**config.mk**
```make
export PLATFORM = sky130hd
export DESIGN_NAME = eth_testgen
export DESIGN_NICKNAME = d
export VERILOG_FILES = /design/src/rtl/eth_testgen_pkg.sv /design/src/rtl/eth_testgen_lfsr.sv /design/src/rtl/eth_testgen_regs.sv /design/src/rtl/eth_testgen_core.sv /design/src/rtl/eth_testgen.sv
export SDC_FILE = /design/constraint.sdc
export NUM_CORES = 1
export LEC_CHECK = 0
export BUFFER_PORTS_ARGS = -buffer_cell sky130_fd_sc_hd__buf_2
export CAP_MARGIN = 10
export CORE_MARGIN = 1
export CORE_UTILIZATION = 40
export CTS_BUF_LIST = sky130_fd_sc_hd__clkbuf_8 sky130_fd_sc_hd__clkbuf_16
export DETAILED_ROUTE_END_ITERATION = 16
export PLACE_DENSITY = 0.53
export SETUP_SLACK_MARGIN = 0.1
export SYNTH_ARGS = -nofsm -noshare
export SYNTH_HDL_FRONTEND = slang
export SYNTH_SLANG_ARGS = --single-unit
```
**constraint.sdc**
```tcl
create_clock -name clk -period 6.2 [get_ports clk]
set_clock_uncertainty 0.1 [all_clocks]
set_input_delay 0.93 -clock clk [delete_from_list [all_inputs] [get_ports clk]]
set_output_delay 0.93 -clock clk [all_outputs]
set_load 0.005 [all_outputs]
```
**src/rtl/eth_testgen_pkg.sv**
```systemverilog
`timescale 1ns/1ps
package eth_testgen_pkg;

    localparam int LEN_W  = 14;
    localparam int ADDR_W = 4;

    typedef enum logic [1:0] {
        MODE_RAND  = 2'b00,
        MODE_FIXED = 2'b01,
        MODE_INCR  = 2'b10,
        MODE_RSVD  = 2'b11
    } len_mode_e;

    localparam logic [ADDR_W-1:0] A_IDENT   = 4'd0;
    localparam logic [ADDR_W-1:0] A_SCRATCH = 4'd1;
    localparam logic [ADDR_W-1:0] A_CTRL    = 4'd2;
    localparam logic [ADDR_W-1:0] A_SIZE    = 4'd3;
    localparam logic [ADDR_W-1:0] A_COUNT   = 4'd4;
    localparam logic [ADDR_W-1:0] A_DST_LO  = 4'd5;
    localparam logic [ADDR_W-1:0] A_DST_HI  = 4'd6;
    localparam logic [ADDR_W-1:0] A_SRC_LO  = 4'd7;
    localparam logic [ADDR_W-1:0] A_SRC_HI  = 4'd8;

    localparam logic [31:0] IDENT_WORD = 32'h434C_4E54;

    typedef struct packed {
        logic [31:0]      scratch;
        logic [6:0]       ctrl;
        logic [LEN_W-1:0] upper;
        logic [LEN_W-1:0] lower;
        logic             cnt_en;
        logic [30:0]      cnt;
        logic [47:0]      dst;
        logic [47:0]      src;
    } regs_t;

endpackage

```
**src/rtl/eth_testgen_lfsr.sv**
```systemverilog
`timescale 1ns/1ps
module eth_testgen_lfsr #(
    parameter logic [31:0] SEED = 32'hACE1_2468
) (
    input  logic        clk,
    input  logic        rst_n,
    output logic [31:0] rnd
);
    localparam logic [31:0] TAPS = 32'h8020_0003;

    logic [31:0] lfsr_d, lfsr_q;

    always_comb begin
        lfsr_d = {1'b0, lfsr_q[31:1]} ^ (lfsr_q[0] ? TAPS : 32'h0);
    end

    always_ff @(posedge clk or negedge rst_n) begin
        if (!rst_n) lfsr_q <= SEED;
        else        lfsr_q <= lfsr_d;
    end

    assign rnd = lfsr_q;

    AST_LFSR_ALIVE: assert property (@(posedge clk) disable iff (!rst_n)
        lfsr_q != 32'h0);
endmodule

```
**src/rtl/eth_testgen_regs.sv**
```systemverilog
`timescale 1ns/1ps
module eth_testgen_regs
    import eth_testgen_pkg::*;
(
    input  logic              clk,
    input  logic              rst_n,
    input  logic              reg_wr,
    input  logic [ADDR_W-1:0] reg_addr,
    input  logic [31:0]       reg_wdata,
    output logic [31:0]       reg_rdata,
    input  logic              frame_start,
    input  logic              frame_halt,
    output logic              run,
    output logic              b2b,
    output len_mode_e         mode,
    output logic [LEN_W-1:0]  upper,
    output logic [LEN_W-1:0]  lower,
    output logic              counted,
    output logic              cnt_zero,
    output logic [47:0]       dst,
    output logic [47:0]       src
);
    localparam regs_t RESET_REGS = '{
        scratch: 32'h0,
        ctrl:    7'h06,
        upper:   LEN_W'(9600),
        lower:   LEN_W'(64),
        cnt_en:  1'b0,
        cnt:     31'd10,
        dst:     48'h1234_5678_0ADD,
        src:     48'h8765_4321_0ADD
    };

    regs_t r_d, r_q;

    assign run      = ~r_q.ctrl[1];
    assign b2b      = r_q.ctrl[6];
    assign mode     = len_mode_e'(r_q.ctrl[5:4]);
    assign upper    = r_q.upper;
    assign lower    = r_q.lower;
    assign counted  = r_q.cnt_en && (mode == MODE_FIXED || mode == MODE_INCR);
    assign cnt_zero = (r_q.cnt == 31'd0);
    assign dst      = r_q.dst;
    assign src      = r_q.src;

    always_comb begin
        r_d = r_q;
        if (frame_halt) r_d.ctrl[1] = 1'b1;
        if (frame_start && counted) begin
            r_d.cnt = r_q.cnt - 31'd1;
            if (r_q.cnt == 31'd1) r_d.ctrl[1] = 1'b1;
        end
        if (reg_wr) begin
            case (reg_addr)
                A_SCRATCH: r_d.scratch = reg_wdata;
                A_CTRL:    r_d.ctrl    = reg_wdata[6:0];
                A_SIZE: begin
                    r_d.upper = reg_wdata[16+LEN_W-1:16];
                    r_d.lower = reg_wdata[LEN_W-1:0];
                end
                A_COUNT: begin
                    r_d.cnt_en = reg_wdata[31];
                    r_d.cnt    = reg_wdata[30:0];
                end
                A_DST_LO:  r_d.dst[31:0]  = reg_wdata;
                A_DST_HI:  r_d.dst[47:32] = reg_wdata[15:0];
                A_SRC_LO:  r_d.src[31:0]  = reg_wdata;
                A_SRC_HI:  r_d.src[47:32] = reg_wdata[15:0];
                default: ;
            endcase
        end
    end

    always_ff @(posedge clk or negedge rst_n) begin
        if (!rst_n) r_q <= RESET_REGS;
        else        r_q <= r_d;
    end

    always_comb begin
        case (reg_addr)
            A_IDENT:   reg_rdata = IDENT_WORD;
            A_SCRATCH: reg_rdata = r_q.scratch;
            A_CTRL:    reg_rdata = {25'h0, r_q.ctrl};
            A_SIZE:    reg_rdata = {2'b00, r_q.upper, 2'b00, r_q.lower};
            A_COUNT:   reg_rdata = {r_q.cnt_en, r_q.cnt};
            A_DST_LO:  reg_rdata = r_q.dst[31:0];
            A_DST_HI:  reg_rdata = {16'h0, r_q.dst[47:32]};
            A_SRC_LO:  reg_rdata = r_q.src[31:0];
            A_SRC_HI:  reg_rdata = {16'h0, r_q.src[47:32]};
            default:   reg_rdata = 32'h0;
        endcase
    end

    AST_COUNT_SELF_STOP: assert property (@(posedge clk) disable iff (!rst_n)
        (frame_start && counted && r_q.cnt == 31'd1 && !reg_wr) |=> !run);
endmodule

```
**src/rtl/eth_testgen_core.sv**
```systemverilog
`timescale 1ns/1ps
module eth_testgen_core
    import eth_testgen_pkg::*;
#(
    parameter int BYTES = 8
) (
    input  logic                       clk,
    input  logic                       rst_n,
    input  logic                       run,
    input  logic                       b2b,
    input  len_mode_e                  mode,
    input  logic [LEN_W-1:0]           upper,
    input  logic [LEN_W-1:0]           lower,
    input  logic                       counted,
    input  logic                       cnt_zero,
    input  logic [47:0]                dst,
    input  logic [47:0]                src,
    input  logic [31:0]                rnd,
    output logic                       frame_start,
    output logic                       frame_halt,
    input  logic                       tx_ready,
    output logic                       tx_valid,
    output logic                       tx_sop,
    output logic                       tx_eop,
    output logic [$clog2(BYTES)-1:0]   tx_empty,
    output logic [8*BYTES-1:0]         tx_data
);
    localparam int LOG_B  = $clog2(BYTES);
    localparam int WORD_W = LEN_W - LOG_B;
    localparam int DATA_W = 8 * BYTES;
    localparam logic [LEN_W-1:0] RAND_MIN = LEN_W'(64);

    typedef enum logic {ST_IDLE, ST_SEND} st_e;

    typedef struct packed {
        st_e               st;
        logic [3:0]        gap;
        logic [WORD_W-1:0] word;
        logic [WORD_W-1:0] last;
        logic [LOG_B-1:0]  empty;
        logic [LEN_W-1:0]  inc;
        logic [47:0]       dst;
        logic [47:0]       src;
    } core_t;

    core_t q, n;

    logic             beat_acc, last_acc, want;
    logic [3:0]       gap_pick;
    logic [LEN_W-1:0] rlen, rlen_cl, len, len_m1;

    function automatic logic [7:0] byte_at(input logic [LEN_W-1:0] off,
                                           input logic [47:0] d,
                                           input logic [47:0] s);
        int i;
        i = int'(off);
        if (i < 6)       return d[47-8*i -: 8];
        else if (i < 12) return s[47-8*(i-6) -: 8];
        else             return off[7:0];
    endfunction

    always_comb begin
        n        = q;
        beat_acc = (q.st == ST_SEND) && tx_ready;
        last_acc = beat_acc && (q.word == q.last);
        gap_pick = b2b ? 4'd0 : rnd[3:0];
        want     = ((q.st == ST_IDLE) && (q.gap == 4'd0)) ||
                   (last_acc && (gap_pick == 4'd0));

        frame_halt  = want && run && counted && cnt_zero;
        frame_start = want && run && !(counted && cnt_zero);

        rlen = rnd[LEN_W+3:4];
        if (rlen < RAND_MIN)   rlen_cl = RAND_MIN;
        else if (rlen > upper) rlen_cl = upper;
        else                   rlen_cl = rlen;

        case (mode)
            MODE_FIXED: len = lower;
            MODE_INCR:  len = q.inc;
            default:    len = rlen_cl;
        endcase
        len_m1 = len - LEN_W'(1);

        if (!run && q.st == ST_IDLE) n.inc = lower;

        if (beat_acc && !last_acc) n.word = q.word + WORD_W'(1);

        if (last_acc) begin
            n.st  = ST_IDLE;
            n.gap = (gap_pick == 4'd0) ? 4'd0 : gap_pick - 4'd1;
        end else if (q.st == ST_IDLE && q.gap != 4'd0) begin
            n.gap = q.gap - 4'd1;
        end

        if (frame_start) begin
            n.st    = ST_SEND;
            n.gap   = 4'd0;
            n.word  = '0;
            n.last  = len_m1[LEN_W-1:LOG_B];
            n.empty = (~len[LOG_B-1:0]) + LOG_B'(1);
            n.dst   = dst;
            n.src   = src;
            if (mode == MODE_INCR)
                n.inc = (q.inc >= upper) ? lower : q.inc + LEN_W'(1);
        end
    end

    always_ff @(posedge clk or negedge rst_n) begin
        if (!rst_n) begin
            q       <= '0;
            q.st    <= ST_IDLE;
            q.inc   <= LEN_W'(64);
        end else begin
            q <= n;
        end
    end

    assign tx_valid = (q.st == ST_SEND);
    assign tx_sop   = tx_valid && (q.word == '0);
    assign tx_eop   = tx_valid && (q.word == q.last);
    assign tx_empty = tx_eop ? q.empty : '0;

    always_comb begin
        tx_data = '0;
        for (int k = 0; k < BYTES; k++)
            tx_data[DATA_W-1-8*k -: 8] = byte_at({q.word, LOG_B'(k)}, q.dst, q.src);
    end

    AST_HOLD_BEAT: assert property (@(posedge clk) disable iff (!rst_n)
        (tx_valid && !tx_ready) |=> (tx_valid && $stable(tx_data) && $stable(tx_sop) &&
                                     $stable(tx_eop) && $stable(tx_empty)));
    AST_NO_CUT: assert property (@(posedge clk) disable iff (!rst_n)
        (tx_valid && !(tx_ready && tx_eop)) |=> tx_valid);
    AST_STOP_IDLE: assert property (@(posedge clk) disable iff (!rst_n)
        (!tx_valid && !run) |=> !tx_valid);
    AST_B2B_NEXT: assert property (@(posedge clk) disable iff (!rst_n)
        (tx_valid && tx_ready && tx_eop && b2b && run && !counted) |=> (tx_valid && tx_sop));
endmodule

```
**src/rtl/eth_testgen.sv**
```systemverilog
`timescale 1ns/1ps
module eth_testgen
    import eth_testgen_pkg::*;
#(
    parameter int          BYTES = 8,
    parameter logic [31:0] SEED  = 32'hACE1_2468
) (
    input  logic                     clk,
    input  logic                     rst_n,
    input  logic                     reg_wr,
    input  logic [3:0]               reg_addr,
    input  logic [31:0]              reg_wdata,
    output logic [31:0]              reg_rdata,
    input  logic                     tx_ready,
    output logic                     tx_valid,
    output logic                     tx_sop,
    output logic                     tx_eop,
    output logic [$clog2(BYTES)-1:0] tx_empty,
    output logic [8*BYTES-1:0]       tx_data
);
    logic             run, b2b, counted, cnt_zero, frame_start, frame_halt;
    len_mode_e        mode;
    logic [LEN_W-1:0] upper, lower;
    logic [47:0]      dst, src;
    logic [31:0]      rnd;

    eth_testgen_regs u_regs (
        .clk(clk), .rst_n(rst_n),
        .reg_wr(reg_wr), .reg_addr(reg_addr), .reg_wdata(reg_wdata), .reg_rdata(reg_rdata),
        .frame_start(frame_start), .frame_halt(frame_halt),
        .run(run), .b2b(b2b), .mode(mode), .upper(upper), .lower(lower),
        .counted(counted), .cnt_zero(cnt_zero), .dst(dst), .src(src)
    );

    eth_testgen_lfsr #(.SEED(SEED)) u_lfsr (
        .clk(clk), .rst_n(rst_n), .rnd(rnd)
    );

    eth_testgen_core #(.BYTES(BYTES)) u_core (
        .clk(clk), .rst_n(rst_n),
        .run(run), .b2b(b2b), .mode(mode), .upper(upper), .lower(lower),
        .counted(counted), .cnt_zero(cnt_zero), .dst(dst), .src(src), .rnd(rnd),
        .frame_start(frame_start), .frame_halt(frame_halt),
        .tx_ready(tx_ready), .tx_valid(tx_valid), .tx_sop(tx_sop), .tx_eop(tx_eop),
        .tx_empty(tx_empty), .tx_data(tx_data)
    );
endmodule

```
==> flow_metrics.env, run 1 <==
export IMPL_yosysUniqueCellTypes=66
export IMPL_cts_hold_buf=0
export IMPL_comb_power_share_pct=27.3
export IMPL_yosysTopAreaCellShare_pct=42.0
export IMPL_antenna_found_initial=1
export IMPL_syn_inst=1772
export IMPL_boundaryPins=142
export IMPL_grtUsageTotal_pct=26.9
export IMPL_path_cells="inv_1, ha_1, buf_4, nor3_2, buf_4, a22o_1, buf_2"
export IMPL_layout_drive_gt1_share_pct=25.7
export IMPL_synthTopCellsByArea="dfrtp_1 (42%), mux2_2 (10%), dfstp_2 (9.5%)"
export IMPL_period_share_pct=75.4
export IMPL_synth_ff_type="dfrtp_1"
export IMPL_status="finished, final reports clean"
export IMPL_tightest_slew_ns=1.13
export IMPL_dp_hpwl_mm=42.7
export IMPL_switching_share_pct=36.4
export IMPL_cts_sinks=367
export IMPL_cts_buffers=42
export IMPL_synth_seq_area_share_pct=51.5
export IMPL_clock_latency_ns=0.57
export IMPL_path_class="flop to primary output"
export IMPL_crit_top_cell="buf_4"
export IMPL_crit_fanout=44
export IMPL_seq_power_share_pct=45.0
export IMPL_first_global_vias=14250
export IMPL_yosys_register_bits=367
export IMPL_cts_resized=0
export IMPL_irDropWorstVdd_v=0.000186
export IMPL_nets=1961
export IMPL_critPathSlowestCell="dfrtp_1"
export IMPL_synth_compound_area_share_pct=13.1
export IMPL_cts_htree_levels=2
export IMPL_synthMuxAreaShare_pct=10.6
export IMPL_clkPwrFrac_pct=27.6
export IMPL_hp_class="input port to async pin"
export IMPL_synth_top_area_cell="dfrtp_1"
export IMPL_netlist_area_um2=18000
export IMPL_synth_most_common_cell="nand2_1"
export IMPL_dieArea_um2=45900
export IMPL_synth_fa_ha_area_share_pct=2.85
export IMPL_gp_congestion=0.858
export IMPL_avgSynthCellArea_um2=10.2
export IMPL_dp_cells=2428
export IMPL_rsz0062_at_grt="false"
export IMPL_cts_root_buffer="clkbuf_16"
export IMPL_startpoint_type="flop"
export IMPL_routed_wl_mm=61.6
export IMPL_synth_edff_count=0
export IMPL_synthSimpleGateAreaFrac_pct=15.9
export IMPL_via_per_inst=5.79
export IMPL_arrival_ns=3.64
export IMPL_final_max_slew_viol_count=0
export IMPL_fmax_mhz=214
export IMPL_io_buffers=141
export IMPL_synth_top_family_by_area="simple AND/OR/NAND/NOR gates"
export IMPL_setup_violations=0
export IMPL_worstPathRequired_ns=5.17
export IMPL_p_leak_nw=9.68
export IMPL_fp_coreArea_um2=44300
export IMPL_n_antenna_cell=0
export IMPL_grt_pass1_wl_mm=93.3
export IMPL_tritoncts="yes"
export IMPL_cts_setup_buffers=0
export IMPL_antenna_left=0
export IMPL_fp_row_count=77
export IMPL_vias=14506
export IMPL_fin_cells=2506
export IMPL_end_kind="primary output"
export IMPL_synth_net_count=1853
export IMPL_yosysWarnings=0
export IMPL_fillers=4246
export IMPL_slew_headroom_pct=23.9
export IMPL_wl_per_cell_um=24.6
export IMPL_maxCapViolCount=0
export IMPL_switchingPower_mw=3.27
export IMPL_synth_commonest_cells="nand2_1 (412), dfrtp_1 (302), mux2_2 (164), clkbuf_1 (78), nor2_1 (76)"
export IMPL_cts_path_max_buffers=3
export IMPL_initial_utilization_pct=40.6
export IMPL_finalHoldViolCount=0
export IMPL_area_growth_pct=15.1
export IMPL_p_int_mw=5.70
export IMPL_setup_tns_final_ns=0
export IMPL_critPathMaxStageDelay_ns=0.72
export IMPL_die_h_um=214
export IMPL_synth_xor_xnor_area_share_pct=3.02
export IMPL_first_pass_iters=7
export IMPL_drcViolationCount=0
export IMPL_grt_max_degree=160
export IMPL_min_period_ns=4.67
export IMPL_drtIter0Drc=1486
export IMPL_die_w_um=214
export IMPL_grt_overflow=0
export IMPL_p_per_area_nw_per_um2=433
export IMPL_async_reset_ff_share_pct=100
export IMPL_clk_pin_slew_ns=0.06
critical path: cells and delay by family, from the launching register on:
kind,cells,cell delay [ns]
AOI/OAI and AO/OA,1,0.34
adders and majority gates,1,0.50
buffers and inverters,4,1.16
and+or+nand+nor,1,0.30
DFF,1,0.72
stage by stage:
step / worst slack [ns] / utilization (%) / area [µm²] / power (mW) / hold WS [ns]
floorplan: 2.59 / - / 18000 / 5.29 / 0.231
global placement: 1.83 / 43.7 / 19300 / 6.45 / 0.234
detailed placement: 1.82 / 43.7 / 19300 / 6.49 / 0.237
CTS: 1.59 / 46.8 / 20700 / 9.00 / 0.254
global route: 1.46 / 46.8 / 20700 / 9.47 / 0.258
finish: 1.53 / 46.8 / 20700 / 8.97 / 0.245
registers in the layout (all words and copies together), names as in the netlist:
register         flops
u_regs.lower        14
u_regs.dst          48
u_regs.upper        14
u_core.tx_valid      1
u_core.q           139
u_regs.mode          2
u_regs.r_q          68
u_lfsr.rnd          32
u_regs.src          48
u_regs.b2b           1
layout by cell type (no fill, tap or decap), drive strengths merged, types with 50 or more instances in the layout:
master / count
nand2: 412
dfrtp: 302
mux2: 164
buf: 164
nor2: 76
o21ai: 74
dfstp: 65
inv: 59
a22oi: 57
clkbuf: 53
a21oi: 50
worst paths after layout:
path / startpoint / end / slack [ns] / depth (start not counted)
max in group asynchronous: rst_n / u_regs.r_q[123] / 4.37 / 2
setup / recovery: u_core.q[124] / tx_data[34] / 1.53 / 7
hold / removal: rst_n / u_core.q[34] / 0.25 / 1
hold reg to reg: u_lfsr.rnd[25] / u_lfsr.rnd[24] / 0.25 / 0
min in group clk: u_lfsr.rnd[25] / u_lfsr.rnd[24] / 0.25 / 0
setup reg to reg: u_core.q[127] / u_core.q[100] / 1.75 / 10
power groups by stage:
stage	Combinational [mW]	Clock, mW	Sequential (mW)
2_1_floorplan	1.69	0	3.60
4_1_cts	2.47	2.52	4.01
6_report	2.45	2.48	4.04
3_3_place_gp	2.41	0	4.04
5_1_grt	2.74	2.61	4.11
3_5_place_dp	2.45	0	4.05
final cells by class:
class / count / area, µm² / area share [%]
inverter: 45 / 169 / 0.815
sequential: 367 / 9270 / 44.7
multi-input combinational: 1260 / 8250 / 39.8
clock buffer: 53 / 1200 / 5.80
tap: 592 / 741 / 3.57
clock inverter: 25 / 179 / 0.863
timing repair buffer: 164 / 926 / 4.47
cells by family (layout without fill, tap and decap cells):
group / count (synthesis) / in the layout
AOI/OAI and AO/OA: 330 / 330
adders and majority gates: 41 / 41
buffers and inverters: 145 / 287
muxes: 170 / 170
and+or+nand+nor: 657 / 657
DFF: 367 / 367
xor gates and xnor gates: 62 / 62
per-layer routing:
| metal | track usage, % | routed length [µm] |
|---|---|---|
| met5 | 0 | 11 |
| met4 | 7.48 | 1660 |
| met3 | 4.78 | 4290 |
| met2 | 40.0 | 26700 |
| met1 | 40.1 | 28900 |
Note: power is estimated with default switching activity, not from simulation.
==> run 2, diff against run 1 <==
--- a/config.mk
+++ b/config.mk
@@ -5,13 +5,14 @@
 export SDC_FILE = /design/constraint.sdc
 export NUM_CORES = 1
 export LEC_CHECK = 0
+export ABC_AREA = 1
 export BUFFER_PORTS_ARGS = -buffer_cell sky130_fd_sc_hd__buf_2
 export CAP_MARGIN = 10
 export CORE_MARGIN = 1
 export CORE_UTILIZATION = 40
 export CTS_BUF_LIST = sky130_fd_sc_hd__clkbuf_8 sky130_fd_sc_hd__clkbuf_16
 export DETAILED_ROUTE_END_ITERATION = 16
-export PLACE_DENSITY = 0.53
+export PLACE_DENSITY = 0.55
 export SETUP_SLACK_MARGIN = 0.1
 export SYNTH_ARGS = -nofsm -noshare
 export SYNTH_HDL_FRONTEND = slang
==> constraint.sdc (replaced) <==
create_clock -name clk -period 3.8 [get_ports clk]
set_clock_uncertainty 0.1 [all_clocks]
set_input_delay 0.57 -clock clk [delete_from_list [all_inputs] [get_ports clk]]
set_output_delay 0.57 -clock clk [all_outputs]
set_load 0.005 [all_outputs]
==> run 2 against run 1 <==
  * Utilization grew 0.42 points
  * First-iteration DRC count grew 32%
  * Critical endpoint is now tx_data[36]
  * Via count grew 20%
  * Critical path depth grew 3
  * Count of clock-buffer cells in the layout grew 3
  * Clock power grew 73%
  * Non-clock buffer count grew 40
  * Die area grew 5.0%
  * Final area grew 6.0%
==> flow_metrics.env, run 2 <==
export IMPL_nets=2595
export IMPL_tightest_slew_ns=1.11
export IMPL_gp_congestion=1.02
export IMPL_synth_most_common_cell="nand2_1"
export IMPL_grt_met2_usage_pct=43.4
export IMPL_end_kind="primary output"
export IMPL_critPathMaxStageDelay_ns=0.49
export IMPL_clk_pin_slew_ns=0.07
export IMPL_synth_compound_area_share_pct=16.9
export IMPL_top_register="u_core.q"
export IMPL_critPathSlowestCell="dfrtp_2"
export IMPL_async_reset_ff_share_pct=100
export IMPL_switchingPower_mw=4.22
export IMPL_yosysTopAreaCellShare_pct=40.0
export IMPL_path_buf_inv=4
export IMPL_cts_path_max_buffers=3
export IMPL_yosys_register_bits=367
export IMPL_hold_path_startpoint="reg_wdata[12]"
export IMPL_startpoint_type="flop"
export IMPL_yosysWarnings=0
export IMPL_clock_latency_ns=0.60
export IMPL_drcViolationCount=0
export IMPL_critPathTopFamily="buffers and inverters"
export IMPL_rsz0062_at_grt="false"
export IMPL_status="finished, final reports clean"
export IMPL_fmax_mhz=285
export IMPL_setup_violations=0
export IMPL_synth_commonest_cells="nand2_1 (588), o21ai_0 (320), inv_1 (317), dfrtp_1 (302), nand3_1 (136)"
export IMPL_fp_coreArea_um2=46600
export IMPL_synth_net_count=2458
export IMPL_arrival_ns=2.84
export IMPL_antenna_left=0
export IMPL_cts_buffers=44
export IMPL_use_met3_pct=6.31
export IMPL_final_common_cell="nand2_1"
export IMPL_synth_top_area_cell="dfrtp_1"
export IMPL_cts_sinks=367
export IMPL_final_max_slew_viol_count=0
export IMPL_first_pass_iters=6
export IMPL_top_regs="u_core.q x139, u_regs.r_q x68"
export IMPL_p_per_area_nw_per_um2=552
export IMPL_grtUsageTotal_pct=29.8
export IMPL_busiest_layer="met1"
export IMPL_period_share_pct=92.3
export IMPL_setup_tns_final_ns=0
export IMPL_clkPwrFrac_pct=35.3
export IMPL_tritoncts="yes"
export IMPL_synthMuxAreaShare_pct=0
export IMPL_die_h_um=219
export IMPL_p_int_mw=7.90
export IMPL_dieArea_um2=48100
export IMPL_p_leak_nw=10.6
export IMPL_synth_fa_ha_area_share_pct=2.71
export IMPL_synth_ff_type="dfrtp_1"
export IMPL_seq_power_share_pct=41.0
export IMPL_io_buffers=141
export IMPL_mostFrequentLayoutCells="nand2_1 (584), inv_1 (327), o21ai_0 (319), dfrtp_1 (301), buf_2 (140)"
export IMPL_via_per_inst=5.52
export IMPL_dp_cells=3070
export IMPL_comb_power_share_pct=23.6
export IMPL_dp_hpwl_mm=53.7
export IMPL_avgSynthCellArea_um2=7.95
export IMPL_min_period_ns=3.51
export IMPL_netlist_area_um2=18900
export IMPL_worstPathRequired_ns=3.13
export IMPL_synth_xor_xnor_area_share_pct=2.64
export IMPL_layout_drive_gt1_share_pct=14.6
export IMPL_routed_wl_mm=71.1
export IMPL_largest_register_ffs=139
export IMPL_finalHoldViolCount=0
export IMPL_first_global_vias=16003
export IMPL_boundaryPins=142
export IMPL_area_growth_pct=16.2
export IMPL_maxCapViolCount=0
export IMPL_n_antenna_cell=0
export IMPL_path_cells="inv_1, ha_1, nand2_1, nor2_1, buf_4, nor2_1, buf_4, nand3_2, o211ai_1, buf_2"
export IMPL_use_met1_pct=44.5
export IMPL_antenna_found_initial=0
export IMPL_drtIter0Drc=1955
export IMPL_synth_edff_count=0
export IMPL_irDropWorstVdd_v=0.000401
export IMPL_r2r_start="u_regs.r_q[96]"
export IMPL_fp_row_count=79
export IMPL_grt_overflow=0
export IMPL_path_class="flop to primary output"
export IMPL_yosysUniqueCellTypes=41
export IMPL_switching_share_pct=34.8
export IMPL_synthSimpleGateAreaFrac_pct=19.8
export IMPL_r2r_slack_ns=0.54
export IMPL_vias=17407
export IMPL_synth_seq_area_share_pct=49.0
export IMPL_synth_top_family_by_area="simple AND/OR/NAND/NOR gates"
export IMPL_fin_cells=3156
export IMPL_hp_class="input port to flop"
export IMPL_grt_pass1_wl_mm=105
export IMPL_crit_fanout=12
export IMPL_slew_headroom_pct=25.7
export IMPL_critPathLaunch="u_core.q[124]"
export IMPL_wl_per_cell_um=22.5
export IMPL_syn_inst=2377
export IMPL_die_w_um=219
export IMPL_grt_max_degree=88
export IMPL_initial_utilization_pct=40.6
export IMPL_synthTopCellsByArea="dfrtp_1 (40%), nand2_1 (12%), dfstp_2 (9.0%)"
export IMPL_cts_htree_levels=2
export IMPL_cts_root_buffer="clkbuf_16"
==> run 2: routing by layer <==
metal,vias up,wire length (µm)
li1,8079,-
met5,-,0
met2,702,30400
met4,0,1720
met1,8527,33100
met3,99,5880
==> run 2: path summary, 6_finish.rpt <==
path                       depth (start not counted)              end
max in group asynchronous                          3   u_regs.r_q[97]
max reg2reg                                       12    u_core.q[135]
max                                               10      tx_data[36]
min in group asynchronous                          2     u_core.q[80]
min                                                3  u_regs.r_q[108]
min reg2reg                                        0   u_lfsr.rnd[18]
==> run 2: timing repair <==
item,CTS,global route
hold buffers,1,0
resized for setup,2,6
setup buffers,4,0
endpoints found under the hold margin,60,0
pin swaps,2,0
endpoints found under the setup margin,22,41
==> run 2: cell families after synthesis <==
group	Yosys count
AND/OR/NAND/NOR	907
buffers and inverters	439
XOR/XNOR	57
flip-flops	367
adder cells (fa/ha/maj)	41
AO/OA/AOI/OAI	566
==> run 2: worst register-to-register path, stage by stage, from the launching register on <==
cell and delay (ns):
dfrtp_1 0.43, inv_1 0.17, ha_1 0.25, nand2_1 0.17
nor2_1 0.34, nand3_1 0.16, nor2_1 0.15, nor2_1 0.08
nand2_4 0.21, buf_4 0.47, nand3_1 0.31, nand2_1 0.19
o22ai_1 0.08
==> run 2: cell type report <==
cell class	instances	area [µm²]
Timing Repair Buffer	204	1270
Fill cell	4626	24600
Clock buffer	56	1270
Inverter	326	1220
Sequential cell	367	9270
Clock inverter	25	199
Multi-Input combinational cell	1571	7990
Tap cell	607	759
==> run 2: power by group through the flow <==
stage | clock network, mW | logic, mW | registers, mW
floorplan | 0 | 1.67 | 4.79
global placement | 0 | 2.78 | 5.00
detailed placement | 0 | 2.80 | 5.01
CTS | 4.33 | 2.83 | 4.94
global route | 4.48 | 3.19 | 5.02
finish | 4.28 | 2.86 | 4.97
==> run 2: metrics by stage <==
step | utilization, % | setup WS, ns | hold WS [ns] | total power, mW | instance area [µm²]
CTS | 47.1 | 0.143 | 0.0821 | 12.1 | 21900
detailed placement | 43.9 | 0.496 | 0.235 | 7.81 | 20400
finish | 47.2 | 0.294 | 0.103 | 12.1 | 22000
global route | 47.2 | 0.104 | 0.107 | 12.7 | 22000
floorplan | - | 0.996 | 0.174 | 6.45 | 18900
global placement | 43.9 | 0.556 | 0.236 | 7.77 | 20400
==> run 3, diff against run 2 <==
--- a/config.mk
+++ b/config.mk
@@ -5,7 +5,7 @@
 export SDC_FILE = /design/constraint.sdc
 export NUM_CORES = 1
 export LEC_CHECK = 0
-export ABC_AREA = 1
+export ABC_AREA = 0
 export BUFFER_PORTS_ARGS = -buffer_cell sky130_fd_sc_hd__buf_2
 export CAP_MARGIN = 10
 export CORE_MARGIN = 1
==> run 3 against run 2 <==
  * Non-clock buffer count up 38
  * Wire length shrank 14%
  * Count of clock-buffer cells in the layout decreased by 3
  * Global-route usage is 3.3 points lower
  * Sequential share of layout area rose by 0.33 points
  * Utilization increased by 2.0 points
  * Worst hold slack improved by 0.082 ns
  * First-iteration DRC count down 31%
  * Critical path type is now flop to flop
  * Critical endpoint is now u_core.q[123]
  * Highest routed layer is now met5
==> flow_metrics.env, run 3 (synthesized netlist as in run 1, its figures left out) <==
export IMPL_tritoncts="yes"
export IMPL_clkPwrFrac_pct=28.9
export IMPL_comb_power_share_pct=30.0
export IMPL_first_global_vias=14235
export IMPL_wl_per_cell_um=23.5
export IMPL_grt_max_degree=120
export IMPL_grt_overflow=0
export IMPL_setup_violations=0
export IMPL_initial_utilization_pct=40.6
export IMPL_rsz0062_at_grt="true"
export IMPL_tightest_slew_ns=0.844
export IMPL_boundaryPins=142
export IMPL_cts_sinks=367
export IMPL_switchingPower_mw=5.42
export IMPL_p_leak_nw=10.2
export IMPL_highest_layer="met5"
export IMPL_min_period_ns=3.60
export IMPL_path_buf_inv=5
export IMPL_io_buffers=141
export IMPL_dp_hpwl_mm=43.6
export IMPL_fp_coreArea_um2=44300
export IMPL_area_growth_pct=21.1
export IMPL_p_per_area_nw_per_um2=707
export IMPL_top_regs="u_core.q x139, u_regs.r_q x68"
export IMPL_fmax_mhz=278
export IMPL_cts_root_buffer="clkbuf_16"
export IMPL_clk_pin_slew_ns=0.06
export IMPL_nets=2040
export IMPL_finalHoldViolCount=0
export IMPL_drtIter0Drc=1353
export IMPL_fp_row_count=77
export IMPL_hp_class="input port to flop"
export IMPL_via_per_inst=5.62
export IMPL_vias=14521
export IMPL_top_register="u_core.q"
export IMPL_irDropWorstVdd_v=0.000545
export IMPL_first_pass_iters=8
export IMPL_gp_congestion=0.929
export IMPL_die_w_um=214
export IMPL_critPathMaxStageDelay_ns=0.55
export IMPL_status="finished, final reports clean"
export IMPL_antenna_found_initial=1
export IMPL_cts_path_max_buffers=3
export IMPL_routed_wl_mm=60.9
export IMPL_worstPathRequired_ns=4.17
export IMPL_p_int_mw=9.97
export IMPL_cts_buffers=43
export IMPL_clock_latency_ns=0.58
export IMPL_dieArea_um2=45900
export IMPL_cts_htree_levels=2
export IMPL_largest_register_ffs=139
export IMPL_die_h_um=214
export IMPL_seq_power_share_pct=41.1
export IMPL_antenna_left=0
export IMPL_startpoint_type="flop"
export IMPL_fin_ws_ns=0.202
export IMPL_critPathSlowestCell="dfstp_2"
export IMPL_final_max_slew_viol_count=0
export IMPL_switching_share_pct=35.2
export IMPL_grt_pass1_wl_mm=91.8
export IMPL_arrival_ns=3.97
export IMPL_path_class="flop to flop"
export IMPL_layout_drive_gt1_share_pct=29.9
export IMPL_pre_cts_ws_ns=-0.0370
export IMPL_wl_met1_mm=28.0
export IMPL_drcViolationCount=0
export IMPL_crit_fanout=6
export IMPL_power_total_mw=15.4
export IMPL_period_share_pct=94.7
export IMPL_critPathTopFamily="simple AND/OR/NAND/NOR gates"
export IMPL_n_antenna_cell=0
export IMPL_grtUsageTotal_pct=26.5
export IMPL_mostFrequentLayoutCells="nand2_1 (412), dfrtp_1 (302), mux2_2 (164), buf_2 (140), buf_4 (87)"
export IMPL_met2_length_mm=26.8
export IMPL_final_common_cell="nand2_1"
export IMPL_slew_headroom_pct=43.6
export IMPL_wl_met3_mm=4.34
export IMPL_end_kind="flop"
export IMPL_path_cells="inv_2, ha_4, nand4_1, buf_4, or3_4, buf_4, o21bai_2, a31oi_4, buf_6, a221oi_4, buf_6, and3_2, and2_4, and4_1, o31ai_2"
export IMPL_maxCapViolCount=0
## run 3: worst paths after layout
path	startpoint	endpoint	slack, ns	cells past startpoint
setup / recovery	u_regs.upper[8]	u_core.q[123]	0.20	15
hold / removal	reg_wdata[30]	u_regs.r_q[126]	0.18	3
setup reg to reg	u_regs.upper[8]	u_core.q[123]	0.20	15
hold reg to reg	u_lfsr.rnd[24]	u_lfsr.rnd[23]	0.25	0
max in group asynchronous	rst_n	u_regs.src[7]	2.10	3
min in group asynchronous	rst_n	u_core.q[134]	0.52	2
## run 3: repair_timing
action,4_1_cts,5_1_grt
hold endpoints to repair,65,0
endpoints found under the setup margin,6,37
pin swaps,2,16
hold buffers,1,0
buffers inserted,1,8
gates resized for setup,4,40
## run 3: layout make-up
type / count / area, µm²
Multi-Input combinational cell: 1260 / 8460
Inverter: 45 / 169
Clock buffer: 53 / 1220
Clock inverter: 27 / 322
Tap cell: 592 / 741
Timing Repair Buffer: 242 / 1610
Sequential cell: 367 / 9270
Fill cell: 4195 / 22500
## run 3: worst min-delay path, cell delays in order
cell and delay (ns):
buf_2 0.13, nand2_1 0.05, o21ai_0 0.06
## run 3: stage by stage
stage,TNS (ns),utilization (%),hold WS [ns],area (µm²),cells
2_1_floorplan,0,-,0.174,18000,1772
3_3_place_gp,0,45.0,0.234,19900,2496
3_5_place_dp,-0.0636,45.0,0.238,19900,2496
4_1_cts,0,48.5,0.165,21500,2578
5_1_grt,0,49.2,0.190,21800,2586
6_report,0,49.2,0.184,21800,2586
## run 3: metal layers
layer | track usage, % | vias up
li1 | - | 6664
met1 | 38.1 | 7279
met2 | 39.9 | 485
met3 | 5.39 | 91
met4 | 8.43 | 2
met5 | 0 | -
## run 3: power groups by stage
stage | clock network [mW] | logic (mW) | registers (mW)
global placement | 0 | 4.38 | 6.32
global route | 4.69 | 5.08 | 6.47
finish | 4.45 | 4.61 | 6.34
detailed placement | 0 | 4.44 | 6.35
CTS | 4.54 | 4.49 | 6.29
floorplan | 0 | 2.77 | 5.87
